===== config.mk =====
export PLATFORM = sky130hd
export DESIGN_NAME = sector_dma
export DESIGN_NICKNAME = d
export VERILOG_FILES = /design/src/rtl/sdma_pkg.sv /design/src/rtl/sdma_regs.sv /design/src/rtl/sdma_store.sv /design/src/rtl/sdma_engine.sv /design/src/rtl/sector_dma.sv
export SDC_FILE = /design/constraint.sdc
export NUM_CORES = 1
export LEC_CHECK = 0
export CAP_MARGIN = 20
export CORE_ASPECT_RATIO = 1.4
export CORE_MARGIN = 2
export CORE_UTILIZATION = 48
export CTS_BUF_LIST = sky130_fd_sc_hd__clkbuf_16
export DETAILED_ROUTE_END_ITERATION = 10
export PLACE_DENSITY = 0.81
export SLEW_MARGIN = 20
export SYNTH_ARGS = -nofsm -noshare
export SYNTH_HDL_FRONTEND = slang
export SYNTH_SLANG_ARGS = --single-unit

===== constraint.sdc =====
create_clock -name clk -period 3.1 [get_ports clk]
set_input_delay 0.62 -clock clk [delete_from_list [all_inputs] [get_ports clk]]
set_output_delay 0.62 -clock clk [all_outputs]
set_load 0.05 [all_outputs]

===== src/rtl/sdma_pkg.sv =====
package sdma_pkg;

  localparam logic [7:0] OP_READ = 8'h20;

  typedef enum logic [1:0] {
    REG_CMD    = 2'd0,
    REG_BLOCK  = 2'd1,
    REG_DEST   = 2'd2,
    REG_STATUS = 2'd3
  } reg_sel_e;

  typedef enum logic {
    ENG_IDLE = 1'b0,
    ENG_XFER = 1'b1
  } eng_state_e;

  // Content of word idx in sector blk of the computed sector image.
  function automatic logic [31:0] sector_word(input logic [31:0] blk,
                                              input logic [31:0] idx);
    return (blk * 32'h0100_0193) ^ (idx * 32'h0001_0001) ^ 32'hA5A5_0000;
  endfunction

endpackage


===== src/rtl/sdma_regs.sv =====
module sdma_regs
  import sdma_pkg::*;
#(
  parameter int BLOCK_W = 3,
  parameter int ADDR_W  = 32,
  parameter int DATA_W  = 32
) (
  input  logic               clk,
  input  logic               rst_n,
  input  logic               reg_wr,
  input  logic [1:0]         reg_addr,
  input  logic [DATA_W-1:0]  reg_wdata,
  output logic [DATA_W-1:0]  reg_rdata,
  input  logic               busy,
  input  logic               xfer_done,
  output logic               cmd_start,
  output logic               cmd_bad,
  output logic               irq_clr,
  output logic               irq_q,
  output logic               err_q,
  output logic [BLOCK_W-1:0] blk_q,
  output logic [ADDR_W-1:0]  dest_q
);

  logic wr_cmd, wr_blk, wr_dest, wr_stat, err_clr;

  assign wr_cmd  = reg_wr && (reg_addr == REG_CMD)    && !busy;
  assign wr_blk  = reg_wr && (reg_addr == REG_BLOCK)  && !busy;
  assign wr_dest = reg_wr && (reg_addr == REG_DEST)   && !busy;
  assign wr_stat = reg_wr && (reg_addr == REG_STATUS);

  assign cmd_start = wr_cmd && (reg_wdata[7:0] == OP_READ);
  assign cmd_bad   = wr_cmd && (reg_wdata[7:0] != OP_READ);
  assign irq_clr   = wr_stat && reg_wdata[1];
  assign err_clr   = wr_stat && reg_wdata[2];

  always_ff @(posedge clk) begin
    if (!rst_n) begin
      blk_q  <= '0;
      dest_q <= '0;
      irq_q  <= 1'b0;
      err_q  <= 1'b0;
    end else begin
      if (wr_blk)  blk_q  <= reg_wdata[BLOCK_W-1:0];
      if (wr_dest) dest_q <= reg_wdata[ADDR_W-1:0];
      // completion wins over a clear in the same cycle
      if (xfer_done)    irq_q <= 1'b1;
      else if (irq_clr) irq_q <= 1'b0;
      if (cmd_bad)      err_q <= 1'b1;
      else if (err_clr) err_q <= 1'b0;
    end
  end

  always_comb begin
    unique case (reg_addr)
      REG_CMD:    reg_rdata = '0;
      REG_BLOCK:  reg_rdata = DATA_W'(blk_q);
      REG_DEST:   reg_rdata = DATA_W'(dest_q);
      default:    reg_rdata = DATA_W'({err_q, irq_q, busy});
    endcase
  end

endmodule


===== src/rtl/sdma_store.sv =====
module sdma_store
  import sdma_pkg::*;
#(
  parameter int BLOCK_W = 3,
  parameter int IDX_W   = 7,
  parameter int DATA_W  = 32
) (
  input  logic [BLOCK_W-1:0] blk,
  input  logic [IDX_W-1:0]   idx,
  output logic [DATA_W-1:0]  word
);

  assign word = DATA_W'(sector_word(32'(blk), 32'(idx)));

endmodule


===== src/rtl/sdma_engine.sv =====
module sdma_engine
  import sdma_pkg::*;
#(
  parameter int BLOCK_W = 3,
  parameter int ADDR_W  = 32,
  parameter int IDX_W   = 7,
  parameter int WORDS   = 128,
  parameter int STEP    = 4
) (
  input  logic               clk,
  input  logic               rst_n,
  input  logic               start,
  input  logic [BLOCK_W-1:0] blk_in,
  input  logic [ADDR_W-1:0]  dest_in,
  input  logic               mem_ready,
  output logic               mem_req,
  output logic [ADDR_W-1:0]  mem_addr,
  output logic [BLOCK_W-1:0] cur_blk,
  output logic [IDX_W-1:0]   cur_idx,
  output logic               busy,
  output logic               xfer_done
);

  localparam logic [IDX_W-1:0] LAST_IDX = IDX_W'(WORDS - 1);

  eng_state_e state;
  logic       beat_ok;

  assign busy      = (state == ENG_XFER);
  assign mem_req   = busy;
  assign beat_ok   = busy && mem_ready;
  assign xfer_done = beat_ok && (cur_idx == LAST_IDX);

  always_ff @(posedge clk) begin
    if (!rst_n) begin
      state    <= ENG_IDLE;
      mem_addr <= '0;
      cur_blk  <= '0;
      cur_idx  <= '0;
    end else if (state == ENG_IDLE) begin
      if (start) begin
        state    <= ENG_XFER;
        mem_addr <= dest_in;
        cur_blk  <= blk_in;
        cur_idx  <= '0;
      end
    end else if (beat_ok) begin
      if (xfer_done) begin
        state <= ENG_IDLE;
      end else begin
        cur_idx  <= cur_idx + 1'b1;
        mem_addr <= mem_addr + ADDR_W'(STEP);
      end
    end
  end

endmodule


===== src/rtl/sector_dma.sv =====
module sector_dma
  import sdma_pkg::*;
#(
  parameter int BLOCK_W      = 3,
  parameter int ADDR_W       = 32,
  parameter int DATA_W       = 32,
  parameter int SECTOR_BYTES = 512
) (
  input  logic              clk,
  input  logic              rst_n,
  input  logic              reg_wr,
  input  logic [1:0]        reg_addr,
  input  logic [DATA_W-1:0] reg_wdata,
  output logic [DATA_W-1:0] reg_rdata,
  output logic              mem_req,
  output logic [ADDR_W-1:0] mem_addr,
  output logic [DATA_W-1:0] mem_wdata,
  input  logic              mem_ready,
  output logic              irq
);

  localparam int STEP  = DATA_W / 8;
  localparam int WORDS = SECTOR_BYTES / STEP;
  localparam int IDX_W = (WORDS > 1) ? $clog2(WORDS) : 1;

  logic               cmd_start, cmd_bad, irq_clr, err_flag;
  logic               busy, xfer_done;
  logic [BLOCK_W-1:0] blk_q, cur_blk;
  logic [ADDR_W-1:0]  dest_q;
  logic [IDX_W-1:0]   cur_idx;

  sdma_regs #(.BLOCK_W(BLOCK_W), .ADDR_W(ADDR_W), .DATA_W(DATA_W)) u_regs (
    .clk(clk), .rst_n(rst_n), .reg_wr(reg_wr), .reg_addr(reg_addr),
    .reg_wdata(reg_wdata), .reg_rdata(reg_rdata), .busy(busy),
    .xfer_done(xfer_done), .cmd_start(cmd_start), .cmd_bad(cmd_bad),
    .irq_clr(irq_clr), .irq_q(irq), .err_q(err_flag), .blk_q(blk_q),
    .dest_q(dest_q)
  );

  sdma_engine #(.BLOCK_W(BLOCK_W), .ADDR_W(ADDR_W), .IDX_W(IDX_W),
                .WORDS(WORDS), .STEP(STEP)) u_engine (
    .clk(clk), .rst_n(rst_n), .start(cmd_start), .blk_in(blk_q),
    .dest_in(dest_q), .mem_ready(mem_ready), .mem_req(mem_req),
    .mem_addr(mem_addr), .cur_blk(cur_blk), .cur_idx(cur_idx),
    .busy(busy), .xfer_done(xfer_done)
  );

  sdma_store #(.BLOCK_W(BLOCK_W), .IDX_W(IDX_W), .DATA_W(DATA_W)) u_store (
    .blk(cur_blk), .idx(cur_idx), .word(mem_wdata)
  );

endmodule


==> impl_results.md <==
* Status: complete, no violations
* Synth warn at 0
* Main synth FF type: dfxtp_1
* Gpl congestion at slightly below 0.9
* Number of synthesized flops with an enable pin at 0
* Min Clock Period, post-route at roughly 3.1 ns
* Synth cell types at just under 70
* IO Pins at 136
* 1st-iter DRT viols at about 320
* Initial core utilization at slightly below 50%
* Max IR drop VDD at around 0.00033 V
* Pre-CTS WS at 0.190 ns
* Unrepaired setup endpoints after global routing: yes
* Slowest Stage Delay on Critical Path at 0.33 ns
* Area delta synth->final at 42.0%
* Final hold violation count at 0
* Clock slew at reported path FFs at approximately 0.060 ns
* CP cell instances: inv_1 > ha_1 > inv_1 > ha_2 > ha_1 > or2_2 > and2_4 > a41oi_4 > xnor2_2 > buf_12
* CTS buffer count at 9
* CP Data Arrival Time at between 2 and 2.5 ns
* Fill cell count at 698
* Syn avg cell area at 7.83 um2
* Yosys reg bits at 80
* CTS Buffer Depth at 2
* Port Buf Inserts at 125
* Layout Cell Area excl Fill at 6600 um2
* Root Buffer: clkbuf_16
* WL/cell at 17.3 um
* Sequential area share after synthesis at 34.5%
* # DRC at 0
* Total track usage at between 20% and 30%
* Initial antenna violation count at 0
* Critical Path End Type: output port
* Normalized max-slew margin at between 40% and 50%
* Clock latency on the worst-skew pair at around 0.34 ns
* Die Span Y at between 100 and 150 um
* Post-synth ARST share at 0%
* Core ar. at ~9500 um2
* Vias at between 4000 and 5000
* Crit start category: flip-flop
* DR pass1 iterations at 5
* Setup Buffers After CTS at 0
* Post-CTS Hold Buffers at 0
* Sink Count at 80
* Largest net degree at the start of global routing at 52
* Slew Limit Fails at 0
* Final worst setup slack at about 0.016 ns
* Row count at 42
* Post-DRT Antenna Nets at 0
* Power Dens Cells at between 300 and 400 nW/um2
* Mapped Cells at 594
* GRT Residual Overflow at 0
* Setup Skew at ~0.008 ns
* Lkg Pwr at approximately 2.4 nW
* Max-Cap Viols at 0
* Fmax at 324 MHz
* Area post-placement at between 6000 and 7000 um2
* CTS tree: yes
* Final Cycle Share at between 90% and 100%
* Worst-Margin Slew at a little under 0.8 ns
* Htree depth at 3
* Crit Path Max Fanout at 3
* Share of cells above drive strength 1 at about 15%
* CP max stage cell: dfxtp_1
* NumNets Final at 745
* Worst min path class: flip-flop to flip-flop
* Die Area at 10500 um2
* Detailed-route wire length at roughly 14000 um
* Die width at about 87 um
* Post-Syn Area at roughly 4600 um2
* First-pass GRT wire length at ~22000 um
* Crit Path Category: flip-flop to output port
* Vias in the first global route at 4752
* Vias per Instance at 6.00
* Setup violators final at 0
* Worst Path Required at between 2 and 2.5 ns
* Post-DP HPWL at around 10000 um
* Non-Filler Instances at between 800 and 900
* Antenna cell count at 0
* Post-placement cell count at approximately 800
## placed cells by master, fill, tap and decap left out, drive strengths merged, types with 3 or more instances in the layout
master	count
nor4	7
a31oi	10
o221a	5
o21a	3
o21ai	22
inv	12
mux2i	6
nand3	24
xor2	6
a22oi	3
nor2	35
nor2b	8
nand2	109
ha	8
and3	5
a22o	3
and2	36
a21oi	68
nand4	17
xnor2	11
conb	10
dfxtp	80
buf	57
o22ai	3
a211oi	4
mux2	3
or3	5
bufinv	3
clkbuf	9
clkdlybuf4s50	85
nor3	9
a41oi	3
and4	4
o2111ai	3
## cell type report
| type | instances | area [um2] | area share (%) |
|---|---|---|---|
| Timing Repair Buffer | 144 | 1790 | 27.1 |
| Tap cell | 110 | 138 | 2.08 |
| Inverter | 12 | 45.0 | 0.682 |
| Clock buffer | 9 | 225 | 3.41 |
| Multi-Input combinational cell | 452 | 2700 | 40.9 |
| Clock inverter | 5 | 106 | 1.61 |
| Sequential cell | 80 | 1600 | 24.3 |
## power breakdown
group          internal, mW  leakage [nW]  switching (mW)  total (mW)
sequential             1.04         0.647          0.0132        1.06
combinational        0.0946          1.60           0.120       0.215
clock                 0.780         0.158           0.415        1.19
## cell families (layout without fill, tap and decap cells)
kind of cell               count (synthesis)  in the layout  synth area share, %
and+or+nand+nor                          266            266                 29.6
buffers and inverters                     70            170                 9.21
adders and majority gates                  8              8                 2.15
muxes                                      9              9                 2.02
xor gates and xnor gates                  17             17                 3.20
AOI/OAI and AO/OA                        142            142                 19.2
DFF                                       80             80                 34.5
other                                      2             10                0.162
## through the flow
step           total power [mW]  hold slack, ns  TNS (ns)  utilization, %
2_1_floorplan              1.20           0.440         0               -
3_3_place_gp               1.29           0.450         0            66.0
3_5_place_dp               1.29           0.457         0            66.0
4_1_cts                    2.46           0.465         0            69.6
5_1_grt                    2.52           0.488    -0.127            69.8
6_report                   2.47           0.462         0            69.8
## routing by layer
layer	vias to the layer above	GRT usage [%]	wire length, um
met3	38	3.75	891
met1	2343	30.2	5340
li1	2259	-	-
met4	0	12.3	435
met5	-	0	0
met2	235	46.3	7390
## cell usage after synthesis, types with 5 or more instances
library cell | number | share of area, %
clkbuf_8 | 7 | 2.1
mux2i_1 | 6 | 1.3
buf_2 | 13 | 1.4
nand2_1 | 108 | 8.7
dfxtp_1 | 80 | 34
a21oi_1 | 68 | 7.3
buf_4 | 15 | 2.4
o221a_2 | 5 | 1.2
nand3_1 | 23 | 2.5
xor2_1 | 6 | 1.1
nor2_1 | 34 | 2.7
nand4_1 | 15 | 2.0
o21ai_0 | 21 | 2.3
a31oi_1 | 9 | 1.2
clkbuf_1 | 19 | 1.5
and2_1 | 35 | 4.7
inv_1 | 11 | 0.89
nor3_1 | 9 | 0.97
nor2b_1 | 8 | 1.1
xnor2_1 | 11 | 2.1
ha_1 | 8 | 2.2
## critical path, delay by kind of cell (launching register included)
| kind | cells | cell delay [ns] |
|---|---|---|
| XOR/XNOR | 1 | 0.16 |
| flip-flops | 1 | 0.33 |
| AO/OA/AOI/OAI | 1 | 0.16 |
| buffers and inverters | 3 | 0.29 |
| AND/OR/NAND/NOR | 2 | 0.53 |
| adder cells (fa/ha/maj) | 3 | 0.68 |
## flip-flops by register name, summed over array words and instances (netlist names)
name,flops
u_regs.err_q,1
u_regs.irq_q,1
u_engine.cur_idx,7
u_regs.blk_q,3
u_engine.busy,1
u_engine.cur_blk,3
u_regs.dest_q,32
u_engine.mem_addr,32
## timing repair
action,4_1_cts,5_1_grt
resized for setup,4,3
setup endpoints to repair,1,3
pin swaps,2,1
## final timing paths
path         cells after the start                  from               endpoint  slack (ns)
min                              2  u_engine.mem_addr[0]   u_engine.mem_addr[0]        0.46
max reg2reg                      6  u_engine.mem_addr[3]  u_engine.mem_addr[30]        0.59
min reg2reg                      2  u_engine.mem_addr[0]   u_engine.mem_addr[0]        0.46
max                             10   u_engine.cur_blk[1]          mem_wdata[10]        0.02
Note: power is estimated with default switching activity, not from simulation.
